**config.mk**
```make
export PLATFORM = sky130hd
export DESIGN_NAME = sixstep_gate_drive
export DESIGN_NICKNAME = d
export VERILOG_FILES = /design/src/rtl/sixstep_pkg.sv /design/src/rtl/sixstep_scaler.sv /design/src/rtl/sixstep_pwm_timer.sv /design/src/rtl/sixstep_gate_map.sv /design/src/rtl/sixstep_gate_drive.sv
export SDC_FILE = /design/constraint.sdc
export NUM_CORES = 1
export LEC_CHECK = 0
export ABC_AREA = 0
export CAP_MARGIN = 10
export CORE_MARGIN = 2
export CORE_UTILIZATION = 69
export DETAILED_ROUTE_END_ITERATION = 7
export GPL_TIMING_DRIVEN = 0
export PLACE_DENSITY_LB_ADDON = 0.15
export RECOVER_POWER = 100
export SYNTH_ARGS = -nofsm -noshare
export SYNTH_HDL_FRONTEND = slang
export SYNTH_HIERARCHICAL = 1
export SYNTH_SLANG_ARGS = --single-unit
```
**constraint.sdc**
```tcl
create_clock -name clk -period 19.7 [get_ports clk]
set_clock_uncertainty 0.2 [all_clocks]
set_input_delay 3.94 -clock clk [delete_from_list [all_inputs] [get_ports clk]]
set_output_delay 3.94 -clock clk [all_outputs]
set_load 0.01 [all_outputs]
```
**src/rtl/sixstep_pkg.sv**
```systemverilog
package sixstep_pkg;

  typedef enum logic [1:0] {
    GA_OFF   = 2'b00,
    GA_PWM_N = 2'b01,
    GA_PWM   = 2'b10,
    GA_ON    = 2'b11
  } gate_act_e;

  localparam int NUM_GATES = 6;
  localparam int WORD_W    = 2 * NUM_GATES;
  localparam int Q15_W     = 15;
  localparam logic [Q15_W-1:0] Q15_ONE = 15'h7FFF;

  // Builds the action word from the sourcing and sinking phase (0=A,1=B,2=C).
  function automatic logic [WORD_W-1:0] path_word(input int unsigned src,
                                                  input int unsigned snk);
    logic [WORD_W-1:0] w;
    w = '0;
    w[4*src +: 2]     = GA_PWM;
    w[4*snk + 2 +: 2] = GA_ON;
    return w;
  endfunction

  // Step index to action word; indices beyond the six steps give all-off.
  function automatic logic [WORD_W-1:0] step_word(input logic [2:0] step);
    case (step)
      3'd0:    return path_word(0, 1);
      3'd1:    return path_word(0, 2);
      3'd2:    return path_word(1, 2);
      3'd3:    return path_word(1, 0);
      3'd4:    return path_word(2, 0);
      3'd5:    return path_word(2, 1);
      default: return '0;
    endcase
  endfunction

endpackage

```
**src/rtl/sixstep_scaler.sv**
```systemverilog
module sixstep_scaler
  import sixstep_pkg::*;
#(
  parameter int PER_MAX     = 1000,
  parameter int PW          = 10,
  parameter bit ACTIVE_HIGH = 1'b1
) (
  input  logic [Q15_W-1:0] scale,
  input  logic [Q15_W-1:0] duty,
  output logic [PW-1:0]    period,
  output logic [PW-1:0]    cmp
);
  localparam int            PROD_W = Q15_W + PW;
  localparam logic [PW-1:0] PMAX   = PW'(PER_MAX);

  logic [PROD_W-1:0] per_prod;
  logic [PROD_W-1:0] cmp_prod;
  logic [Q15_W-1:0]  duty_eff;

  generate
    if (ACTIVE_HIGH) begin : g_hi
      assign duty_eff = Q15_ONE - duty;
    end else begin : g_lo
      assign duty_eff = duty;
    end
  endgenerate

  always_comb begin
    per_prod = PROD_W'(scale) * PROD_W'(PMAX);
    period   = per_prod[Q15_W +: PW];
    cmp_prod = PROD_W'(duty_eff) * PROD_W'(period);
    cmp      = cmp_prod[Q15_W +: PW];
  end

endmodule

```
**src/rtl/sixstep_pwm_timer.sv**
```systemverilog
module sixstep_pwm_timer
  import sixstep_pkg::*;
#(
  parameter int PW         = 10,
  parameter int RST_PERIOD = 999
) (
  input  logic              clk,
  input  logic              rst,
  input  logic              load_en,
  input  logic [PW-1:0]     ld_period,
  input  logic [PW-1:0]     ld_cmp,
  input  logic [WORD_W-1:0] ld_word,
  output logic              pend_vld,
  output logic [PW-1:0]     cnt,
  output logic              wrap,
  output logic [PW-1:0]     act_period,
  output logic [PW-1:0]     act_cmp,
  output logic [WORD_W-1:0] act_word,
  output logic              pwm
);
  localparam logic [PW-1:0] RST_P = PW'(RST_PERIOD);

  logic [PW-1:0]     pend_period;
  logic [PW-1:0]     pend_cmp;
  logic [WORD_W-1:0] pend_word;
  logic [PW-1:0]     last;

  always_comb begin
    last = (act_period == '0) ? '0 : act_period - 1'b1;
    wrap = (cnt >= last);
    pwm  = (cnt >= act_cmp) && (cnt < act_period);
  end

  always_ff @(posedge clk) begin
    if (rst) begin
      cnt         <= '0;
      pend_vld    <= 1'b0;
      pend_period <= '0;
      pend_cmp    <= '0;
      pend_word   <= '0;
      act_period  <= RST_P;
      act_cmp     <= RST_P;
      act_word    <= '0;
    end else begin
      cnt <= wrap ? '0 : cnt + 1'b1;
      if (pend_vld) begin
        if (wrap) begin
          act_period <= pend_period;
          act_cmp    <= pend_cmp;
          act_word   <= pend_word;
          pend_vld   <= 1'b0;
        end
      end else if (load_en) begin
        pend_period <= ld_period;
        pend_cmp    <= ld_cmp;
        pend_word   <= ld_word;
        pend_vld    <= 1'b1;
      end
    end
  end

endmodule

```
**src/rtl/sixstep_gate_map.sv**
```systemverilog
module sixstep_gate_map
  import sixstep_pkg::*;
(
  input  logic [WORD_W-1:0]    word,
  input  logic                 pwm,
  output logic [NUM_GATES-1:0] gate
);
  generate
    for (genvar g = 0; g < NUM_GATES; g++) begin : g_pin
      gate_act_e act;
      assign act = gate_act_e'(word[2*g +: 2]);
      always_comb begin
        case (act)
          GA_PWM_N: gate[g] = ~pwm;
          GA_PWM:   gate[g] = pwm;
          GA_ON:    gate[g] = 1'b1;
          default:  gate[g] = 1'b0;
        endcase
      end
    end
  endgenerate
endmodule

```
**src/rtl/sixstep_gate_drive.sv**
```systemverilog
module sixstep_gate_drive
  import sixstep_pkg::*;
#(
  parameter int PER_MAX     = 1000,
  parameter bit ACTIVE_HIGH = 1'b1
) (
  input  logic        clk,
  input  logic        rst,
  input  logic        cmd_valid,
  output logic        cmd_ready,
  input  logic [2:0]  cmd_step,
  input  logic [14:0] cmd_duty,
  input  logic [14:0] cmd_scale,
  output logic [5:0]  gate
);
  localparam int PW         = $clog2(PER_MAX + 1);
  localparam int RST_PERIOD = (32767 * PER_MAX) / 32768;

  logic [PW-1:0]     ld_period;
  logic [PW-1:0]     ld_cmp;
  logic [WORD_W-1:0] ld_word;
  logic              load_en;
  logic              pend_vld;
  logic [PW-1:0]     cnt;
  logic              wrap;
  logic [PW-1:0]     act_period;
  logic [PW-1:0]     act_cmp;
  logic [WORD_W-1:0] act_word;
  logic              pwm;

  assign cmd_ready = ~pend_vld;
  assign load_en   = cmd_valid & cmd_ready;
  assign ld_word   = step_word(cmd_step);

  sixstep_scaler #(
    .PER_MAX    (PER_MAX),
    .PW         (PW),
    .ACTIVE_HIGH(ACTIVE_HIGH)
  ) u_scaler (
    .scale (cmd_scale),
    .duty  (cmd_duty),
    .period(ld_period),
    .cmp   (ld_cmp)
  );

  sixstep_pwm_timer #(
    .PW        (PW),
    .RST_PERIOD(RST_PERIOD)
  ) u_timer (
    .clk       (clk),
    .rst       (rst),
    .load_en   (load_en),
    .ld_period (ld_period),
    .ld_cmp    (ld_cmp),
    .ld_word   (ld_word),
    .pend_vld  (pend_vld),
    .cnt       (cnt),
    .wrap      (wrap),
    .act_period(act_period),
    .act_cmp   (act_cmp),
    .act_word  (act_word),
    .pwm       (pwm)
  );

  sixstep_gate_map u_map (
    .word(act_word),
    .pwm (pwm),
    .gate(gate)
  );

endmodule

```
# --- Word-level counts from Yosys, hierarchy flattened ---
# Index checks and enable logic that the tools add are counted.
classes:
  addsub: 3
  multipliers: 2
  magnitude_cmp: 3
  n_eq_ne: 23
  muxes: 11
  bitwise_logic: 3
  reduce_logical: 6
op_table:
  columns: ["cell", "n"]
  rows:
  - ["12-bit case mux with 6 select lines", 1]
  - ["15-bit by 10-bit multiplier with 25-bit output", 1]
  - ["2-bit == test, second input constant", 12]
  - ["15-bit by 7-bit multiplier with 22-bit output, second input constant", 1]
  - ["10-bit >= comparator", 2]
  - ["1-bit case mux with 3 select lines", 6]
  - ["15-bit subtractor, first input constant", 1]
  - ["2-bit by 1-bit == test with 1-bit output, second input constant", 6]
  - ["10-bit by 1-bit adder with 10-bit output, second input constant", 1]
  - ["10-bit zero test", 1]
  - ["10-bit < comparator", 1]
  - ["10-bit 2-to-1 mux", 1]
  - ["10-bit by 1-bit subtractor with 10-bit output, second input constant", 1]
  - ["3-bit by 2-bit == test with 1-bit output, second input constant", 2]
  - ["3-bit == test, second input constant", 2]
  - ["2-bit AND reduction", 2]
  - ["3-bit by 1-bit == test with 1-bit output, second input constant", 1]
  - ["3-bit zero test", 1]
  - ["1-bit 2-to-1 mux", 3]
  - ["1-bit NOT", 2]
  - ["2-bit OR reduction", 1]
  - ["1-bit AND", 1]
  - ["1-bit logical AND", 1]
totals:
  reg_bits: 75
  wordCells: 59

# --- Logic depth before layout (Yosys ltp) ---
depth:
  ltp_word: 5
  ltp_mapped: 36
  depth_no_buf: 35

# --- Hierarchy ---
# Netlist, hierarchy kept.
modules_own_cells:
  columns: ["module", "instances", "cells_per_inst", "area_per_inst_um2", "seq_area_each_um2"]
  rows:
  - ["sixstep_scaler", 1, 759, 6889.1, 0.0]
  - ["sixstep_pwm_timer", 1, 432, 3624.7, 1501.4]
  - ["sixstep_gate_map", 1, 7, 101.3, 0.0]
  - ["sixstep_gate_drive", 1, 13, 73.8, 0.0]

# --- Least setup slack after synthesis ---
# No wires, ideal clock.
synth_path:
  kind: "input-to-reg"
  startpoint: "input cmd_scale[0]"
  endpoint: "register u_timer.pend_cmp[7]"
  t_arrival_ns: 12.900
  required_time_ns: 19.368
  setup_slack_ns: 6.467
  stages: 34
  n_path_buf: 1
  path_cell_list: "fa_1 inv_1 fa_1 fa_1 inv_1 fa_1 ha_1 o21a_1 o211a_1 a221oi_2 o311ai_0 nand2_1 xor2_1 clkbuf_1 nor2_1 fa_1 inv_1 fa_1 inv_1 fa_1 fa_1 inv_1 fa_1 inv_1 ha_1 and4_4 and3_1 a221o_1 o41ai_4 o2111ai_4 and3_1 or4_1 nand2_1 a21oi_1"
synth_via:
  elab_chain_len: 2
synth_lines:
  columns: ["item", "line", "text"]
  rows:
  - ["start, declared", "sixstep_gate_drive.sv:13", "input logic [14:0] cmd_scale,"]
  - ["15-bit by 7-bit multiplier with 22-bit output", "sixstep_scaler.sv:29", "per_prod = PROD_W'(scale) * PROD_W'(PMAX);"]
  - ["15-bit by 10-bit multiplier with 25-bit output", "sixstep_scaler.sv:31", "cmp_prod = PROD_W'(duty_eff) * PROD_W'(period);"]
  - ["named net ld_cmp[7]", "sixstep_gate_drive.sv:20", "logic [PW-1:0] ld_cmp;"]
  - ["end signal, assigned", "sixstep_pwm_timer.sv:55", "pend_cmp <= ld_cmp;"]
  - ["end, declared", "sixstep_pwm_timer.sv:24", "logic [PW-1:0] pend_cmp;"]
# The timed path passes the listed nets, and every way through them passes these cells.
# A chain may end at the register's enable or synchronous reset.

# --- Worst setup path in the final report ---
layout_path:
  startpoint: "input cmd_scale[6]"
  endpoint: "register u_timer.pend_cmp[7]"
# Same word-level chain as after synthesis.

==> impl_metrics.ini <==
[critical_path]
critical_path.max_stage_delay_ps = 690
crit_path_start_kind = input pin
cpMaxStageDelayCell = xor2_1
critPathKind = input pin to flop
critPathRequiredTime_ps = 19700
crit_path_frequent_cell = fa_1
path_max_fanout = 10
cp-startpoint = cmd_scale[6]
r2r-start = u_timer/act_period[2]
cp.arrival_ps = 15530
crit_buf_inv = 8
crit_family = adder cells
end_kind = flop

[synthesis]
yosys_warnings = 6
syn-mean-instance-area_sq_um = 8.83
synth.cell_area_sq_um = 10700
syn_inst = 1210

[cts]
cts_inserted_buffers = 9
cts_sinks = 75
cts.clk_slew.worst_paths_ps = 60
clk_latency_ps = 340
post_cts_buffers = 0
max-clock-path-buffers = 2
cts_root_buf = clkbuf_16
cts_max_level = 3
cts_tree = done
postCtsResizedCells = 0
hold_buffers = 0

[sta]
slew_viol_final = 0
finalHoldViolCount = 0
rsz0062_at_grt = false
period_share_pct = 78.8
finalCriticalPeriod_ps = 15530
worst_pin_slew_ps = 1010
finalSetupViolations = 0
slew_headroom_pct = 32.2
setup_tns_ps = 0
timing.fmax_mhz = 64.4

[global_route]
grt_max_degree = 15
grtUsageTotal_pct = 30.4
antenna_found_initial = 0
grt_overflow = 0
grt_first_pass_wirelength_um = 40500
grt_pass1_vias = 8721

[die]
io_pins = 43
die_h_um = 128
start_util_pct = 70.5
core_sq_um = 15100
die_w_um = 128
rows = 45
die_area_sq_um = 16500

[route]
drt_wl_total_um = 22600
drcViolationCount = 0
dr_total_vias = 8125
dr.pass1.iters = 5
wl_per_cell_um = 15.6
ant_nets = 0
first_iter_violations = 360
viasPerCell = 5.62

[placed_design]
dp_hpwl_um = 18100
gp_congestion = 0.892
io_buffer_count = 29

[min_path]
hp-start = u_timer/pend_word[11]
hold_path_class = flop to flop

[run_status]
status = finished, final reports clean

[cells_and_area]
antenna_cells = 0
finalNetCount = 1576
drive_above_1_share_pct = 7.00
area_growth_syn_to_layout_pct = 7.60

[run]
drv_cap = 0
==> sequential cells by signal, summed over array words and instances, names as in the netlist <==
signal and cells:
u_timer/pend_period 10, u_timer/act_word 12, u_timer/pend_vld 1, u_timer/pend_cmp 10
u_timer/act_cmp 10, u_timer/cnt 10, u_timer/pend_word 12, u_timer/act_period 10
==> through the flow <==
step / area (sq um) / util [%] / worst slack, ps / hold WS [ps] / cells
CTS: 11500 / 76.2 / 4870 / 255 / 1445
finish: 11500 / 75.9 / 4170 / 254 / 1445
global placement: 11200 / 74.1 / 4640 / 240 / 1429
global route: 11500 / 75.9 / 3580 / 281 / 1445
detailed placement: 11200 / 74.1 / 4580 / 247 / 1429
floorplan: 10700 / - / 6470 / 230 / 1212
==> layout by cell type, fill, tap and decap left out, types with 11 or more instances in the layout <==
cell type,n
xnor2_1,21
or2_2,32
ha_1,138
clkbuf_1,28
xor2_1,16
a21o_1,15
fa_1,150
buf_1,11
clkdlybuf4s50_1,21
nor2_1,131
nand2_1,93
nor3_1,11
inv_1,224
nand2b_1,48
dfxtp_1,75
a21oi_1,63
mux2i_1,16
==> worst reg2reg max path, stage by stage, from the launching register on <==
cell	delay, ps
dfxtp_1	360
nor3_1	370
nand2_1	170
nor4_1	280
xnor2_1	170
nand2_1	90
ha_1	310
nand4_1	130
o41ai_2	580
o21ai_2	160
buf_6	190
buf_6	160
nor3_2	180
a21oi_2	40
==> area by class of cell <==
type,instances,area (sq um)
Clock inverter,7,100
Buffer,46,209
Clock buffer,9,225
Tap cell,188,235
Sequential cell,75,1500
Inverter,224,841
Timing Repair Buffer,29,290
Fill cell,1123,3650
Multi-Input combinational cell,867,8100
==> worst paths after layout <==
path	cells after the start	slack, ps	endpoint
setup reg to reg	13	16190	u_timer/act_period[1]
setup / recovery	35	4170	u_timer/pend_cmp[7]
hold reg to reg	2	250	u_timer/pend_word[11]
hold / removal	2	250	u_timer/pend_word[11]
==> layer usage <==
layer	up-vias	track usage (%)	routed length, um	share of wire [%]
met4	0	8.08	525	2.3
met3	48	5.07	969	4.3
met2	180	54.1	11300	50
met1	4001	38.5	9820	43
met5	-	0	0	0
li1	3896	-	-	-
Power is left out: the tool's default activity adds up to more than one toggle a clock period on the data nets, which glitch-free logic cannot reach.
